===== src/rtl/mc_outer_pkg.sv =====
package mc_outer_pkg;
  localparam int DATA_W   = 8;
  localparam int N_LOW    = 4;
  localparam int N_EXT    = 4;
  localparam int N_REG    = N_LOW + N_EXT;
  localparam int SEL_W    = $clog2(N_LOW);
  localparam int LATCH_W  = 2;
  localparam int MODE_W   = 3;
  localparam int FLAT_BIT = 6;
  localparam int EXT_BIT  = 1;

  typedef enum logic [2:0] {
    WK_NONE,
    WK_LOW,
    WK_FLAT,
    WK_EXT,
    WK_BANK,
    WK_IRQ
  } wr_kind_e;

  function automatic logic [DATA_W-1:0] power_value(int idx);
    case (idx)
      0:       return 8'h04;
      1:       return 8'hFF;
      2, 3:    return 8'h00;
      default: return 8'hFF;
    endcase
  endfunction

  function automatic logic [DATA_W-1:0] reset_value(int idx);
    return (idx < N_LOW) ? 8'h00 : 8'hFF;
  endfunction

  function automatic logic [DATA_W-1:0] swap_code(logic [DATA_W-1:0] d);
    if (d == 8'h46) return 8'h47;
    if (d == 8'h47) return 8'h46;
    return d;
  endfunction
endpackage


===== src/rtl/mc_wr_classify.sv =====
module mc_wr_classify
  import mc_outer_pkg::*;
#(
  parameter int          ADDR_W   = 16,
  parameter logic [3:0]  LOW_PAGE = 4'h5
) (
  input  logic              we,
  input  logic              blocked,
  input  logic [ADDR_W-1:0] addr,
  input  logic              flat_mode,
  input  logic              ext_mode,
  input  logic              cmd_ext,
  output wr_kind_e          kind
);
  localparam int MSB = ADDR_W - 1;

  logic hi_range;
  logic data_port;

  assign hi_range  = addr[MSB];
  // bank data port: A15=1, A14=0, A13=0, A0=1
  assign data_port = (addr[MSB-1:MSB-2] == 2'b00) && addr[0];

  always_comb begin
    kind = WK_NONE;
    if (we && !blocked) begin
      if (addr[MSB -: 4] == LOW_PAGE) begin
        kind = WK_LOW;
      end else if (hi_range) begin
        if (flat_mode)                               kind = WK_FLAT;
        else if (ext_mode && cmd_ext && data_port)   kind = WK_EXT;
        else if (!addr[MSB-1])                       kind = WK_BANK;
        else                                         kind = WK_IRQ;
      end
    end
  end
endmodule


===== src/rtl/mc_dip_ctr.sv =====
module mc_dip_ctr #(
  parameter int ADDR_W  = 16,
  parameter int DIP_MAX = 9,
  parameter int BIT_OFS = 3
) (
  input  logic              clk,
  input  logic              por,
  input  logic              rst,
  input  logic [ADDR_W-1:0] addr,
  output logic              accept
);
  localparam int DIP_W = $clog2(DIP_MAX + 1);

  logic [DIP_W-1:0] dip_q;
  logic             bit_hit;

  always_ff @(posedge clk) begin
    if (por)
      dip_q <= '0;
    else if (rst)
      dip_q <= (dip_q == DIP_W'(DIP_MAX)) ? '0 : dip_q + 1'b1;
  end

  always_comb begin
    bit_hit = 1'b0;
    for (int b = 0; b < ADDR_W; b++) begin
      if (b == int'(dip_q) + BIT_OFS) bit_hit = addr[b];
    end
    accept = (dip_q == '0) || bit_hit;
  end
endmodule


===== src/rtl/mc_outer_file.sv =====
module mc_outer_file
  import mc_outer_pkg::*;
(
  input  logic                          clk,
  input  logic                          por,
  input  logic                          rst,
  input  wr_kind_e                      kind,
  input  logic                          accept,
  input  logic [SEL_W-1:0]              sel,
  input  logic [SEL_W-1:0]              cmd_sel,
  input  logic [DATA_W-1:0]             data,
  output logic [N_REG-1:0][DATA_W-1:0]  regs,
  output logic [LATCH_W-1:0]            latch
);
  logic [N_REG-1:0][DATA_W-1:0] regs_q;
  logic [N_REG-1:0][DATA_W-1:0] regs_d;
  logic [LATCH_W-1:0]           latch_q;
  logic                         low_store;
  logic                         ext_after;
  logic                         latch_clear;

  assign low_store   = (kind == WK_LOW) && accept;
  assign ext_after   = (low_store && sel == SEL_W'(N_LOW - 1)) ? data[EXT_BIT]
                                                              : regs_q[N_LOW-1][EXT_BIT];
  assign latch_clear = |regs_q[0][5:4];

  for (genvar i = 0; i < N_REG; i++) begin : g_reg
    if (i < N_LOW) begin : g_low
      always_comb begin
        regs_d[i] = regs_q[i];
        if (kind == WK_LOW) begin
          if (low_store && sel == SEL_W'(i)) regs_d[i] = data;
          if (i == 0 && ext_after) regs_d[i][MODE_W-1:0] = '0;
        end
      end
    end else begin : g_ext
      always_comb begin
        regs_d[i] = regs_q[i];
        if (kind == WK_EXT && cmd_sel == SEL_W'(i - N_LOW)) regs_d[i] = data;
      end
    end

    always_ff @(posedge clk) begin
      if (por)      regs_q[i] <= power_value(i);
      else if (rst) regs_q[i] <= reset_value(i);
      else          regs_q[i] <= regs_d[i];
    end
  end

  always_ff @(posedge clk) begin
    if (por)
      latch_q <= '0;
    else if (!rst && kind == WK_FLAT)
      latch_q <= latch_clear ? '0 : data[LATCH_W-1:0];
  end

  assign regs  = regs_q;
  assign latch = latch_q;
endmodule


===== src/rtl/mc_outer_regs.sv =====
module mc_outer_regs
  import mc_outer_pkg::*;
#(
  parameter int ADDR_W   = 16,
  parameter int DIP_MAX  = 9,
  parameter bit CHR_SWAP = 1'b0
) (
  input  logic                          clk,
  input  logic                          por_i,
  input  logic                          rst_i,
  input  logic                          cpu_we_i,
  input  logic [ADDR_W-1:0]             cpu_addr_i,
  input  logic [DATA_W-1:0]             cpu_data_i,
  input  logic                          core_cmd_ext_i,
  input  logic [SEL_W-1:0]              core_cmd_sel_i,
  output logic [N_REG-1:0][DATA_W-1:0]  oreg_o,
  output logic [LATCH_W-1:0]            chr_latch_o,
  output logic                          core_bank_we_o,
  output logic                          core_irq_we_o,
  output logic [DATA_W-1:0]             core_data_o
);
  localparam int MSB = ADDR_W - 1;

  wr_kind_e                     kind;
  logic                         accept;
  logic [N_REG-1:0][DATA_W-1:0] regs;
  logic                         cmd_slot;

  mc_wr_classify #(.ADDR_W(ADDR_W)) u_classify (
    .we        (cpu_we_i),
    .blocked   (por_i | rst_i),
    .addr      (cpu_addr_i),
    .flat_mode (regs[0][FLAT_BIT]),
    .ext_mode  (regs[N_LOW-1][EXT_BIT]),
    .cmd_ext   (core_cmd_ext_i),
    .kind      (kind)
  );

  mc_dip_ctr #(.ADDR_W(ADDR_W), .DIP_MAX(DIP_MAX), .BIT_OFS(3)) u_dip (
    .clk    (clk),
    .por    (por_i),
    .rst    (rst_i),
    .addr   (cpu_addr_i),
    .accept (accept)
  );

  mc_outer_file u_file (
    .clk     (clk),
    .por     (por_i),
    .rst     (rst_i),
    .kind    (kind),
    .accept  (accept),
    .sel     (cpu_addr_i[SEL_W-1:0]),
    .cmd_sel (core_cmd_sel_i),
    .data    (cpu_data_i),
    .regs    (regs),
    .latch   (chr_latch_o)
  );

  // command port: A14=0, A13=0, A0=0
  assign cmd_slot = (cpu_addr_i[MSB-1:MSB-2] == 2'b00) && !cpu_addr_i[0];

  generate
    if (CHR_SWAP) begin : g_swap
      assign core_data_o = cmd_slot ? swap_code(cpu_data_i) : cpu_data_i;
    end else begin : g_plain
      assign core_data_o = cpu_data_i;
    end
  endgenerate

  assign core_bank_we_o = (kind == WK_BANK);
  assign core_irq_we_o  = (kind == WK_IRQ);
  assign oreg_o         = regs;
endmodule


===== config.mk =====
export PLATFORM = sky130hd
export DESIGN_NAME = mc_outer_regs
export DESIGN_NICKNAME = d
export VERILOG_FILES = /design/src/rtl/mc_outer_pkg.sv /design/src/rtl/mc_wr_classify.sv /design/src/rtl/mc_dip_ctr.sv /design/src/rtl/mc_outer_file.sv /design/src/rtl/mc_outer_regs.sv
export SDC_FILE = /design/constraint.sdc
export NUM_CORES = 1
export LEC_CHECK = 0
export BUFFER_PORTS_ARGS = -buffer_cell sky130_fd_sc_hd__buf_4
export CORE_MARGIN = 2
export CORE_UTILIZATION = 55
export CTS_BUF_LIST = sky130_fd_sc_hd__clkbuf_2 sky130_fd_sc_hd__clkbuf_4 sky130_fd_sc_hd__clkbuf_8
export CTS_CLUSTER_DIAMETER = 30
export DETAILED_ROUTE_END_ITERATION = 12
export GPL_TIMING_DRIVEN = 0
export PLACE_DENSITY = 0.9
export SYNTH_ARGS = -nofsm -noshare
export SYNTH_HDL_FRONTEND = slang
export SYNTH_SLANG_ARGS = --single-unit

===== constraint.sdc =====
create_clock -name clk -period 4.31 [get_ports clk]
set_input_delay 0.862 -clock clk [delete_from_list [all_inputs] [get_ports clk]]
set_output_delay 0.862 -clock clk [all_outputs]
set_load 0.1 [all_outputs]

==> tab_implementation.tex <==
\begin{tabular}{lr}
\hline
Metric & Value \\
\hline
\multicolumn{2}{l}{\textbf{Run status}} \\
\quad Outcome & finished, final reports clean \\
\multicolumn{2}{l}{\textbf{Timing}} \\
\quad Max Clock Skew & 0.004638 ns \\
\quad Share of the cycle needed by the critical path after routing & 0.7428 \\
\quad Relative slew slack & 0.6049 \\
\quad Highest clock rate & roughly 310 MHz \\
\quad Crit path time final & 3.201 ns \\
\quad Transition time of the tightest slew-check pin & 0.5926 ns \\
\quad Unrepaired setup endpoints after global routing & false \\
\quad Number of setup violations in the final report & 0 \\
\quad Hold Vio Cnt, Final & 0 \\
\quad Setup total negative slack & 0 ns \\
\quad Final Max Tran Viols & 0 \\
\multicolumn{2}{l}{\textbf{Pwr}} \\
\quad Power consumption & 1409 uW \\
\quad Total power density per cell area & 336.6 nW/um2 \\
\quad Leakage component of the power & between 0.0015 and 0.002 uW \\
\quad Largest voltage drop on the vdd net & 0.0002375 V \\
\multicolumn{2}{l}{\textbf{Floorplanning}} \\
\quad DIE WIDTH & about 80 um \\
\quad Top-Level Pins & 107 \\
\quad Overall die height & 79.88 um \\
\quad Area of the die & 6381 um2 \\
\quad Effective utilization at floorplan & 0.5716 \\
\quad Core region area & 5540 um2 \\
\quad Std cell rows & 27 \\
\multicolumn{2}{l}{\textbf{Routing}} \\
\quad Initial DRC count & 206 \\
\quad Detailed-route wire length & 8675 um \\
\quad ANT nets after route & 0 \\
\quad Remaining design rule violation count & 0 \\
\quad Number of detailed-route iterations in the first pass & 7 \\
\quad Routed len/inst & 16.34 um \\
\quad Vias after detailed routing & 2970 \\
\quad Post-detailed-route via-to-cell ratio & 5.593 \\
\multicolumn{2}{l}{\textbf{Yosys}} \\
\quad Yosys warns & 0 \\
\quad Number of distinct library cells after synthesis & 48 \\
\quad FFs w/ async S/R, synth & 0 \\
\quad Number of enable flip-flop cells after synthesis & 0 \\
\quad Synth Area per Inst & slightly above 9 um2 \\
\quad Sequential fraction of the synthesis area & 0.4425 \\
\quad Post-Synthesis Net Count & roughly 380 \\
\quad Total of flip-flops plus latches after synthesis & 70 \\
\quad Gate Count Post-Synth & about 350 \\
\quad Most used flip-flop cell after synthesis & sky130\_fd\_sc\_hd\_\_dfxtp\_1 \\
\quad Post-synth design cell area & 3167 um2 \\
\multicolumn{2}{l}{\textbf{Setup path}} \\
\quad Worst Path Arrival & 2.34 ns \\
\quad Data required time at the worst endpoint & 3.45 ns \\
\quad CP Launch Type & primary input \\
\quad Maximum fanout along the worst path & 6 \\
\quad Worst setup EP type & output port \\
\quad Crit path kind & in -> out \\
\multicolumn{2}{l}{\textbf{Clocking}} \\
\quad Root Buffer & sky130\_fd\_sc\_hd\_\_clkbuf\_8 \\
\quad Number of post-CTS setup repair buffers & 0 \\
\quad Clock slew seen by the registers of the worst setup and hold paths & 0.07 ns \\
\quad Number of clock buffers inserted by TritonCTS & 9 \\
\quad Sink count of the clock tree & 70 \\
\quad CTS H-tree lvls & 3 \\
\quad Resized Gates After CTS & 0 \\
\quad Clk Latency, worst-skew pair & 0.35 ns \\
\quad CTS tree & done \\
\quad Max Root-Sink Buffers & 2 \\
\quad Hold\_buf cts & 0 \\
\multicolumn{2}{l}{\textbf{Global routing}} \\
\quad Largest net degree at the start of global routing & 13 \\
\quad Number of global-route vias before repair & approximately 2800 \\
\quad Overall Global Routing Usage & 0.2776 \\
\quad First-pass GRT wire length & 13590 um \\
\quad Total congestion overflow & 0 \\
\quad Initial antenna violation count & 0 \\
\multicolumn{2}{l}{\textbf{Cells and area}} \\
\quad Antenna cells & 0 \\
\quad Fraction of final layout cells sized beyond drive strength 1 & 0.3377 \\
\quad Number of nets in the layout & 485 \\
\quad Area growth from synthesis to layout & 32.24\% \\
\multicolumn{2}{l}{\textbf{Placed design}} \\
\quad Placer's final routability congestion estimate & roughly 0.86 \\
\quad Count of input and output buffers & 96 \\
\quad Final HPWL from detailed placement & a little over 6000 um \\
\multicolumn{2}{l}{\textbf{Worst hold path}} \\
\quad Hold Crit Class & reg -> reg \\
\multicolumn{2}{l}{\textbf{Flow run}} \\
\quad Number of maximum-capacitance constraint violations & 0 \\
\hline
\end{tabular}
-- kinds of logic (layout without fill, tap and decap cells) --
logic type / after synthesis / count (layout) / synth area share
muxes: 43 / 43 / 0.1359
buffers and inverters: 47 / 159 / 0.07981
and+or+nand+nor: 114 / 114 / 0.1782
AOI/OAI and AO/OA: 71 / 71 / 0.1580
xor gates and xnor gates: 2 / 2 / 0.005532
DFF: 70 / 70 / 0.4425
-- sequential cells by signal, summed over array words and instances (netlist names) --
register,cells
u_file.regs,64
u_file.latch,2
u_dip.dip_q,4
-- area by class of cell --
type                       instances  area (um2)
multi-input combinational        230        1524
sequential                        70        1401
fill                             420        1353
timing repair buffer              96       720.7
buffer                            41       230.2
clock buffer                      10       137.6
tap                               72       90.09
clock inverter                     6       61.31
inverter                           6       22.52
-- layer usage --
metal	global-route usage	vias to the layer above	routed length (um)
li1	-	1413	-
met1	0.3288	1413	3479
met2	0.4858	130	4304
met3	0.06335	14	727
met4	0.1051	0	164
met5	0	-	0
-- per-stage QoR --
stage | hold slack, ns | area, um2 | cells | util | setup slack (ns)
after floorplan | 0.5019 | 3178 | 347 | - | 0.3982
final | 0.4791 | 4188 | 531 | 0.7559 | 1.109
after global routing | 0.5013 | 4188 | 531 | 0.7559 | 1.099
after detailed placement | 0.4639 | 3989 | 515 | 0.7200 | 1.180
after global placement | 0.4542 | 3989 | 515 | 0.7200 | 1.180
after CTS | 0.4776 | 4188 | 531 | 0.7559 | 1.161
-- report_power, final --
part | switching (uW) | total (uW) | internal (uW)
sequential | 5.38 | 660 | 654
clock | 252 | 532 | 281
combinational | 154 | 217 | 63.0
-- synth_stat cells, drive strengths merged (3+ instances only) --
master | n | area (um2)
a21oi | 31 | 158.9
a311o | 8 | 80.08
buf | 21 | 152.6
clkbuf | 20 | 77.57
dfxtp | 70 | 1401
inv | 5 | 18.77
mux2i | 43 | 430.4
nand2 | 54 | 205.2
nand3 | 19 | 95.09
nor2 | 17 | 66.32
nor2b | 3 | 26.27
nor3 | 3 | 31.28
nor3b | 3 | 22.52
o21ai | 20 | 100.1
o22ai | 4 | 38.79
or2 | 3 | 18.77
-- worst paths after layout --
path	startpoint	to	slack (ns)	cells after the start
worst max-delay path	rst_i	core_bank_we_o	1.11	6
worst min-delay path	u_file.regs[22]	u_file.regs[22]	0.48	2
worst min register to register	u_file.regs[22]	u_file.regs[22]	0.48	2
worst max register to register	u_dip.dip_q[0]	u_file.regs[15]	2.15	8
-- worst max-delay path: stages --
cell and delay [ns]:
sky130_fd_sc_hd__buf_4 0.14, sky130_fd_sc_hd__or2_1 0.22, sky130_fd_sc_hd__clkbuf_1 0.19, sky130_fd_sc_hd__nor3_2 0.38, sky130_fd_sc_hd__nor3b_2 0.23, sky130_fd_sc_hd__buf_4 0.30
-- cells in the final DEF (no fill, tap or decap), types with 3 or more instances in the layout --
master	n
sky130_fd_sc_hd__buf_4	110
sky130_fd_sc_hd__dfxtp_1	70
sky130_fd_sc_hd__nand2_1	53
sky130_fd_sc_hd__mux2i_1	43
sky130_fd_sc_hd__a21oi_1	30
sky130_fd_sc_hd__nand3_1	19
sky130_fd_sc_hd__clkbuf_1	18
sky130_fd_sc_hd__o21ai_0	18
sky130_fd_sc_hd__nor2_1	16
sky130_fd_sc_hd__clkbuf_8	10
sky130_fd_sc_hd__a311o_1	8
sky130_fd_sc_hd__inv_1	5
sky130_fd_sc_hd__buf_2	5
sky130_fd_sc_hd__o22ai_1	3
sky130_fd_sc_hd__clkinv_2	3
Note: power is estimated with default switching activity, not from simulation.
